[src/rtl/hazard_pkg.sv]
package hazard_pkg;
   typedef enum logic [1:0] {
      SEL_FILE  = 2'b00,
      SEL_WBACK = 2'b01,
      SEL_MSTG  = 2'b10
   } opnd_sel_e;
endpackage

[src/rtl/hazard_match.sv]
module hazard_match #(
   parameter int REG_ADDR_W     = 5,
   parameter bit ZERO_REG_FIXED = 1'b1
) (
   input  logic [REG_ADDR_W-1:0] src,
   input  logic [REG_ADDR_W-1:0] dst,
   input  logic                  wr_en,
   output logic                  hit
);
   generate
      if (ZERO_REG_FIXED) begin : g_zero_fixed
         assign hit = wr_en && (dst == src) && (|dst);
      end else begin : g_zero_plain
         assign hit = wr_en && (dst == src);
      end
   endgenerate
endmodule

[src/rtl/operand_bypass.sv]
module operand_bypass
   import hazard_pkg::*;
#(
   parameter int REG_ADDR_W     = 5,
   parameter bit ZERO_REG_FIXED = 1'b1
) (
   input  logic [REG_ADDR_W-1:0] src,
   input  logic [REG_ADDR_W-1:0] exmem_rd,
   input  logic                  exmem_reg_wr,
   input  logic                  exmem_is_load,
   input  logic [REG_ADDR_W-1:0] memwb_rd,
   input  logic                  memwb_reg_wr,
   output logic [1:0]            sel
);
   logic hit_m, hit_w;
   opnd_sel_e sel_e;

   hazard_match #(.REG_ADDR_W(REG_ADDR_W), .ZERO_REG_FIXED(ZERO_REG_FIXED)) u_m (
      .src(src), .dst(exmem_rd), .wr_en(exmem_reg_wr && !exmem_is_load), .hit(hit_m));
   hazard_match #(.REG_ADDR_W(REG_ADDR_W), .ZERO_REG_FIXED(ZERO_REG_FIXED)) u_w (
      .src(src), .dst(memwb_rd), .wr_en(memwb_reg_wr), .hit(hit_w));

   always_comb begin
      if (hit_m)      sel_e = SEL_MSTG;
      else if (hit_w) sel_e = SEL_WBACK;
      else            sel_e = SEL_FILE;
   end
   assign sel = sel_e;

   always_comb begin
      AST_SEL_LEGAL: assert (sel != 2'b11);
      AST_MSTG_SOURCE: assert (sel != 2'b10 ||
         (exmem_reg_wr && !exmem_is_load && exmem_rd == src));
      AST_WBACK_SOURCE: assert (sel != 2'b01 || (memwb_reg_wr && memwb_rd == src));
      AST_YOUNGER_WINS: assert (!(sel == 2'b01 && exmem_reg_wr && !exmem_is_load &&
         exmem_rd == src && (|src || !ZERO_REG_FIXED)));
   end
endmodule

[src/rtl/load_use_check.sv]
module load_use_check #(
   parameter int REG_ADDR_W     = 5,
   parameter bit ZERO_REG_FIXED = 1'b1
) (
   input  logic [REG_ADDR_W-1:0] id_rs1,
   input  logic [REG_ADDR_W-1:0] id_rs2,
   input  logic                  id_rs1_used,
   input  logic                  id_rs2_used,
   input  logic                  id_is_store,
   input  logic [REG_ADDR_W-1:0] idex_rd,
   input  logic                  idex_reg_wr,
   input  logic                  idex_is_load,
   output logic                  need_stall
);
   logic ld_wr, hit1, hit2;
   assign ld_wr = idex_reg_wr && idex_is_load;

   hazard_match #(.REG_ADDR_W(REG_ADDR_W), .ZERO_REG_FIXED(ZERO_REG_FIXED)) u_s1 (
      .src(id_rs1), .dst(idex_rd), .wr_en(ld_wr && id_rs1_used), .hit(hit1));
   // a store's data operand is caught later by the memory-stage bypass
   hazard_match #(.REG_ADDR_W(REG_ADDR_W), .ZERO_REG_FIXED(ZERO_REG_FIXED)) u_s2 (
      .src(id_rs2), .dst(idex_rd), .wr_en(ld_wr && id_rs2_used && !id_is_store), .hit(hit2));

   assign need_stall = hit1 || hit2;

   always_comb begin
      AST_STALL_NEEDS_LOAD: assert (!need_stall || (idex_is_load && idex_reg_wr));
      AST_STALL_NEEDS_USE: assert (!need_stall || id_rs1_used || id_rs2_used);
   end
endmodule

[src/rtl/pipe_hazard_unit.sv]
module pipe_hazard_unit
   import hazard_pkg::*;
#(
   parameter int REG_ADDR_W     = 5,
   parameter bit ZERO_REG_FIXED = 1'b1
) (
   input  logic [REG_ADDR_W-1:0] id_rs1,
   input  logic [REG_ADDR_W-1:0] id_rs2,
   input  logic                  id_rs1_used,
   input  logic                  id_rs2_used,
   input  logic                  id_is_store,
   input  logic [REG_ADDR_W-1:0] ex_rs1,
   input  logic [REG_ADDR_W-1:0] ex_rs2,
   input  logic [REG_ADDR_W-1:0] idex_rd,
   input  logic                  idex_reg_wr,
   input  logic                  idex_is_load,
   input  logic [REG_ADDR_W-1:0] exmem_rd,
   input  logic                  exmem_reg_wr,
   input  logic                  exmem_is_load,
   input  logic                  exmem_is_store,
   input  logic [REG_ADDR_W-1:0] exmem_rs2,
   input  logic [REG_ADDR_W-1:0] memwb_rd,
   input  logic                  memwb_reg_wr,
   output logic [1:0]            fwd_a,
   output logic [1:0]            fwd_b,
   output logic                  fwd_store,
   output logic                  hold_front,
   output logic                  bubble_ex
);
   localparam int NUM_ALU_SRC = 2;

   generate
      if (REG_ADDR_W < 1 || REG_ADDR_W > 8) begin : g_bad_width
         $error("REG_ADDR_W out of range");
      end
   endgenerate

   logic [REG_ADDR_W-1:0] src_arr [NUM_ALU_SRC];
   logic [1:0]            sel_arr [NUM_ALU_SRC];
   logic                  stall_req;

   assign src_arr[0] = ex_rs1;
   assign src_arr[1] = ex_rs2;

   generate
      for (genvar g = 0; g < NUM_ALU_SRC; g++) begin : g_opnd
         operand_bypass #(.REG_ADDR_W(REG_ADDR_W), .ZERO_REG_FIXED(ZERO_REG_FIXED)) u_byp (
            .src(src_arr[g]), .exmem_rd(exmem_rd), .exmem_reg_wr(exmem_reg_wr),
            .exmem_is_load(exmem_is_load), .memwb_rd(memwb_rd),
            .memwb_reg_wr(memwb_reg_wr), .sel(sel_arr[g]));
      end
   endgenerate

   assign fwd_a = sel_arr[0];
   assign fwd_b = sel_arr[1];

   hazard_match #(.REG_ADDR_W(REG_ADDR_W), .ZERO_REG_FIXED(ZERO_REG_FIXED)) u_store_byp (
      .src(exmem_rs2), .dst(memwb_rd), .wr_en(memwb_reg_wr && exmem_is_store),
      .hit(fwd_store));

   load_use_check #(.REG_ADDR_W(REG_ADDR_W), .ZERO_REG_FIXED(ZERO_REG_FIXED)) u_lu (
      .id_rs1(id_rs1), .id_rs2(id_rs2), .id_rs1_used(id_rs1_used),
      .id_rs2_used(id_rs2_used), .id_is_store(id_is_store), .idex_rd(idex_rd),
      .idex_reg_wr(idex_reg_wr), .idex_is_load(idex_is_load), .need_stall(stall_req));

   assign hold_front = stall_req;
   assign bubble_ex  = stall_req;

   always_comb begin
      AST_NO_ZERO_BYPASS: assert (!ZERO_REG_FIXED ||
         ((fwd_a == 2'b00 || ex_rs1 != '0) && (fwd_b == 2'b00 || ex_rs2 != '0)));
      AST_STORE_BYP_SRC: assert (!fwd_store || (exmem_is_store && memwb_reg_wr));
      AST_IDLE_QUIET: assert (exmem_reg_wr || memwb_reg_wr ||
         (fwd_a == 2'b00 && fwd_b == 2'b00));
   end
endmodule

[config.mk]
export PLATFORM = sky130hd
export DESIGN_NAME = pipe_hazard_unit
export DESIGN_NICKNAME = d
export VERILOG_FILES = /design/src/rtl/hazard_pkg.sv /design/src/rtl/hazard_match.sv /design/src/rtl/operand_bypass.sv /design/src/rtl/load_use_check.sv /design/src/rtl/pipe_hazard_unit.sv
export SDC_FILE = /design/constraint.sdc
export NUM_CORES = 1
export LEC_CHECK = 0
export BUFFER_PORTS_ARGS = -buffer_cell sky130_fd_sc_hd__buf_2
export CORE_MARGIN = 2
export CORE_UTILIZATION = 34
export DETAILED_ROUTE_END_ITERATION = 12
export MAX_ROUTING_LAYER = met4
export PLACE_DENSITY = 0.81
export SYNTH_ARGS = -nofsm -noshare
export SYNTH_HDL_FRONTEND = slang
export SYNTH_SLANG_ARGS = --single-unit
[constraint.sdc]
create_clock -name vclk -period 4.6
set_input_delay 0.92 -clock vclk [all_inputs]
set_output_delay 0.92 -clock vclk [all_outputs]
set_load 0.02 [all_outputs]
### Yosys cells after proc, flatten, opt, wreduce, memory -nomap -nowiden

Index checks and enable logic that the tools add are counted.

| operators by class | value |
|---|---|
| equal/unequal tests | 7 |
| multiplexer cells | 4 |
| reductions and logical operators | 26 |

Operators with widths:

| operator | count |
|---|---|
| $eq A5 B5 Y1 | 7 |
| $logic_and A1 B1 Y1 | 20 |
| $reduce_or A5 Y1 | 3 |
| $mux W2 | 2 |
| $logic_not A1 Y1 | 2 |
| $mux W1 | 2 |
| $logic_or A1 B1 Y1 | 1 |

| word-level totals | value |
|---|---|
| bits in registers | 0 |
| input port bits | 49 |
| logic and storage cells | 37 |
| output and inout port bits | 7 |

### Depth between registers and ports, before layout

| depth | value |
|---|---|
| word-level depth | 6 |
| mapped depth | 5 |
| mapped depth without buffers | 4 |

### Modules after synthesis

A second synthesis with hierarchy kept.

| unflattened totals | value |
|---|---|
| cells, all modules | 81 |
| area, all modules | 596.8 um^2 |

Modules (own cells, without submodules):

| module | area each (um^2) | cells each | times used |
|---|---|---|---|
| hazard_match | 70.1 | 10 | 7 |
| operand_bypass | 35.0 | 3 | 2 |
| load_use_check | 22.5 | 3 | 1 |
| pipe_hazard_unit | 13.8 | 2 | 1 |

### Least setup slack after synthesis

OpenSTA, ideal clock, no wires.

| timing | value |
|---|---|
| path kind | input to output |
| start point | input port exmem_rd[1] |
| end point | output port fwd_a[0] |
| buffers on the path | 0 |
| arrival time | 2.182 ns |
| stages on the path | 4 |
| required time | 3.680 ns |
| setup slack | 1.498 ns |
| cell sequence | or4_1 o21ai_2 nor4_1 nor4_2 |

| between the ends | value |
|---|---|
| longest elaborated chain between the ends | 4 |
| elaborated cells on any way between the ends | 5 |
| classes of those cells | eq/ne (1); mux (1); reduce/logical (3) |

Ends and longest elaborated chain:

| what | line | RTL |
|---|---|---|
| from (decl) | pipe_hazard_unit.sv:17 | `input logic [REG_ADDR_W-1:0] exmem_rd,` |
| $eq A5 B5 Y1 | hazard_match.sv:12 | `assign hit = wr_en && (dst == src) && (\|dst);` |
| $logic_and A1 B1 Y1 | hazard_match.sv:12 |  |
| $logic_and A1 B1 Y1 * | hazard_match.sv:12 |  |
| named net g_opnd[0].u_byp.hit_m | operand_bypass.sv:15 | `logic hit_m, hit_w;` |
| $mux W2 * | operand_bypass.sv:24 | `if (hit_m) sel_e = SEL_MSTG;` |
| to (decl) | pipe_hazard_unit.sv:24 | `output logic [1:0] fwd_a,` |

Mark *: on every way through the listed nets, which the timed path passes. The rest lies on a longest branch.

### Worst setup path after layout

| timing | value |
|---|---|
| start point | input port exmem_rd[1] |
| end point | output port fwd_b[0] |

| between the ends | value |
|---|---|
| longest elaborated chain between the ends | 4 |
| elaborated cells on any way between the ends | 5 |
| classes of those cells | eq/ne (1); mux (1); reduce/logical (3) |

Ends and longest elaborated chain:

| what | line | RTL |
|---|---|---|
| $eq A5 B5 Y1 | hazard_match.sv:12 |  |
| $logic_and A1 B1 Y1 | hazard_match.sv:12 |  |
| $logic_and A1 B1 Y1 * | hazard_match.sv:12 |  |
| $mux W2 * | operand_bypass.sv:24 |  |
| to (decl) | pipe_hazard_unit.sv:25 | `output logic [1:0] fwd_b,` |

Every way passes the cells marked *; elsewhere a longest branch is shown, timed or not.

==> impl_results.md <==
* Status: finished, final reports clean
* Postcts setup bufs at 0
* Area leader, netlist: xor2_1
* ANT cells at 0
* Remaining DRCs at 0
* Dpl hpwl at 1490 um
* Final setup fails at 0
* PortBufs at 56
* Vias in the first global route at 632
* Fmax achieved at 0.309 GHz
* PD cells at 82.9 nW/um^2
* Cells after DPL at 129
* Clock buffers at 0
* Post-DRT Antenna Nets at 0
* IO Pins at 56
* Slew headroom at 66.2%
* Final Net Count at 165
* Site row count at 13
* Hold WC Path Type: in -> out
* All-Layer GR Usage at 19.2%
* Detailed Route WL at 1630 um
* Startpoint types: input pin
* Met3 WL at 109 um
* Area delta synth->final at 56.7%
* Commonest non-fill, non-tap cell in the layout: buf_2
* Worst-path fanout max at 3
* Filler Cells Inserted at 137
* Area contributors post-synth: xor2_1, xnor2_1, or4_1
* RSZ-0062 raised after global routing: no
* Chip Width at 41.9 um
* Non-Filler Instances at 129
* Core Area at 1320 um^2
* Final min period at 3230 ps
* Worst Tran Pin Value at 502 ps
* Number of library cell types mapped by synthesis at 16
* Hold_buf cts at 0
* Register area share after synthesis at 0%
* Vias at 630
* Combined area of all synthesized cells at 488 um^2
* First-pass GRT wire length at 2700 um
* DRT Pass-1 Iters at 1
* Die ar. at 1750 um^2
* Initial core utilization at 37.0%
* Sequential cells at 0
* Period utilization at 70.3%
* Final Hold Vio Count at 0
* Worst Path Arrival at 2310 ps
* Met2 WL post-DR at 866 um
* Share of cells above drive strength 1 at 51.8%
* CTS resizes at 0
* Syn_area_per_cell at 8.00 um^2
* Syn. warnings at 0
* Most frequent cells in the layout: buf_2, xor2_1, xnor2_1
* Worst setup path category: in -> out
* Initial antenna violation count at 0
* Data required, critical path at 3680 ps
* Max Used Layer: met4
* Pleak at 0.000373 uW
* Area share of the largest cell type after synthesis at 39.5%
* DIE HEIGHT at 41.9 um
* FF+latch area at 0 um^2
* Worst vdd ir at 34.9 uV
* Slew Viols, Final at 0
* DR iter-0 viols at 0
* Synth Net Count at 110
* Max-cap violations at 0
* Largest net degree at the start of global routing at 5
* Area taken by multi-input logic gates at 465 um^2
* Synthesized instance count at 61
* Wirelength per Cell at 12.7 um
* Met1 wire length at 640 um
* Fin Setup TNS at 0 ps
* Grt ovf at 0
* Gp weighted congestion at 0.920
* Via density at 4.88
* Worst Setup End Kind: output pin
-- per-layer routing --
layer  vias up  track usage (%)
met1       273             22.3
met3         2            0.435
li1        322                -
met2        33             37.2
met5         -                -
met4         0             1.94
-- cell type report --
class | count | area share (%)
well taps | 15 | 2.45
repair buffers | 56 | 36.7
multi-input cells | 58 | 60.9
-- through the flow --
stage,worst slack [ps],power [uW],hold slack [ps],util (%),cell area (um^2)
2_1_floorplan,1500,28.8,1970,-,488
3_3_place_gp,1420,61.5,2160,58.0,764
3_5_place_dp,1370,63.6,2170,58.0,764
4_1_cts,1370,63.9,2170,58.0,764
5_1_grt,1290,69.7,2190,58.0,764
6_report,1370,63.4,2160,58.0,764
-- cell families after synthesis --
group | Yosys count | synth area share (%)
xor gates and xnor gates | 35 | 62.8
and+or+nand+nor | 19 | 27.2
AOI/OAI and AO/OA | 4 | 5.38
buffers and inverters | 3 | 4.62
-- cells in the mapped netlist --
master / count
xor2_1: 22
xnor2_1: 13
or4_1: 5
nor4_1: 4
buf_4: 3
nand3_1: 3
nor4_2: 2
a21oi_1: 1
nand2_1: 1
nand4_1: 1
nand4b_1: 1
nor2b_1: 1
nor3_1: 1
o211ai_1: 1
o21ai_1: 1
o21ai_2: 1
-- worst max-delay path: stages --
cell	delay, ps
buf_2	120
or4_1	540
o21ai_2	150
nor4_1	100
nor4_2	270
buf_2	200
-- worst paths after layout --
check | startpoint | slack [ps] | end | depth (start not counted)
worst min-delay path | exmem_is_store | 2160 | fwd_store | 4
worst max-delay path | exmem_rd[1] | 1370 | fwd_b[0] | 6
-- power breakdown --
group | internal (uW) | leakage, uW | total (uW) | switching [uW]
clock | 0 | 0 | 0 | 0
combinational | 33.6 | 0.000373 | 63.4 | 29.8
sequential | 0 | 0 | 0 | 0
No activity file was read; power rests on OpenSTA's default activity.
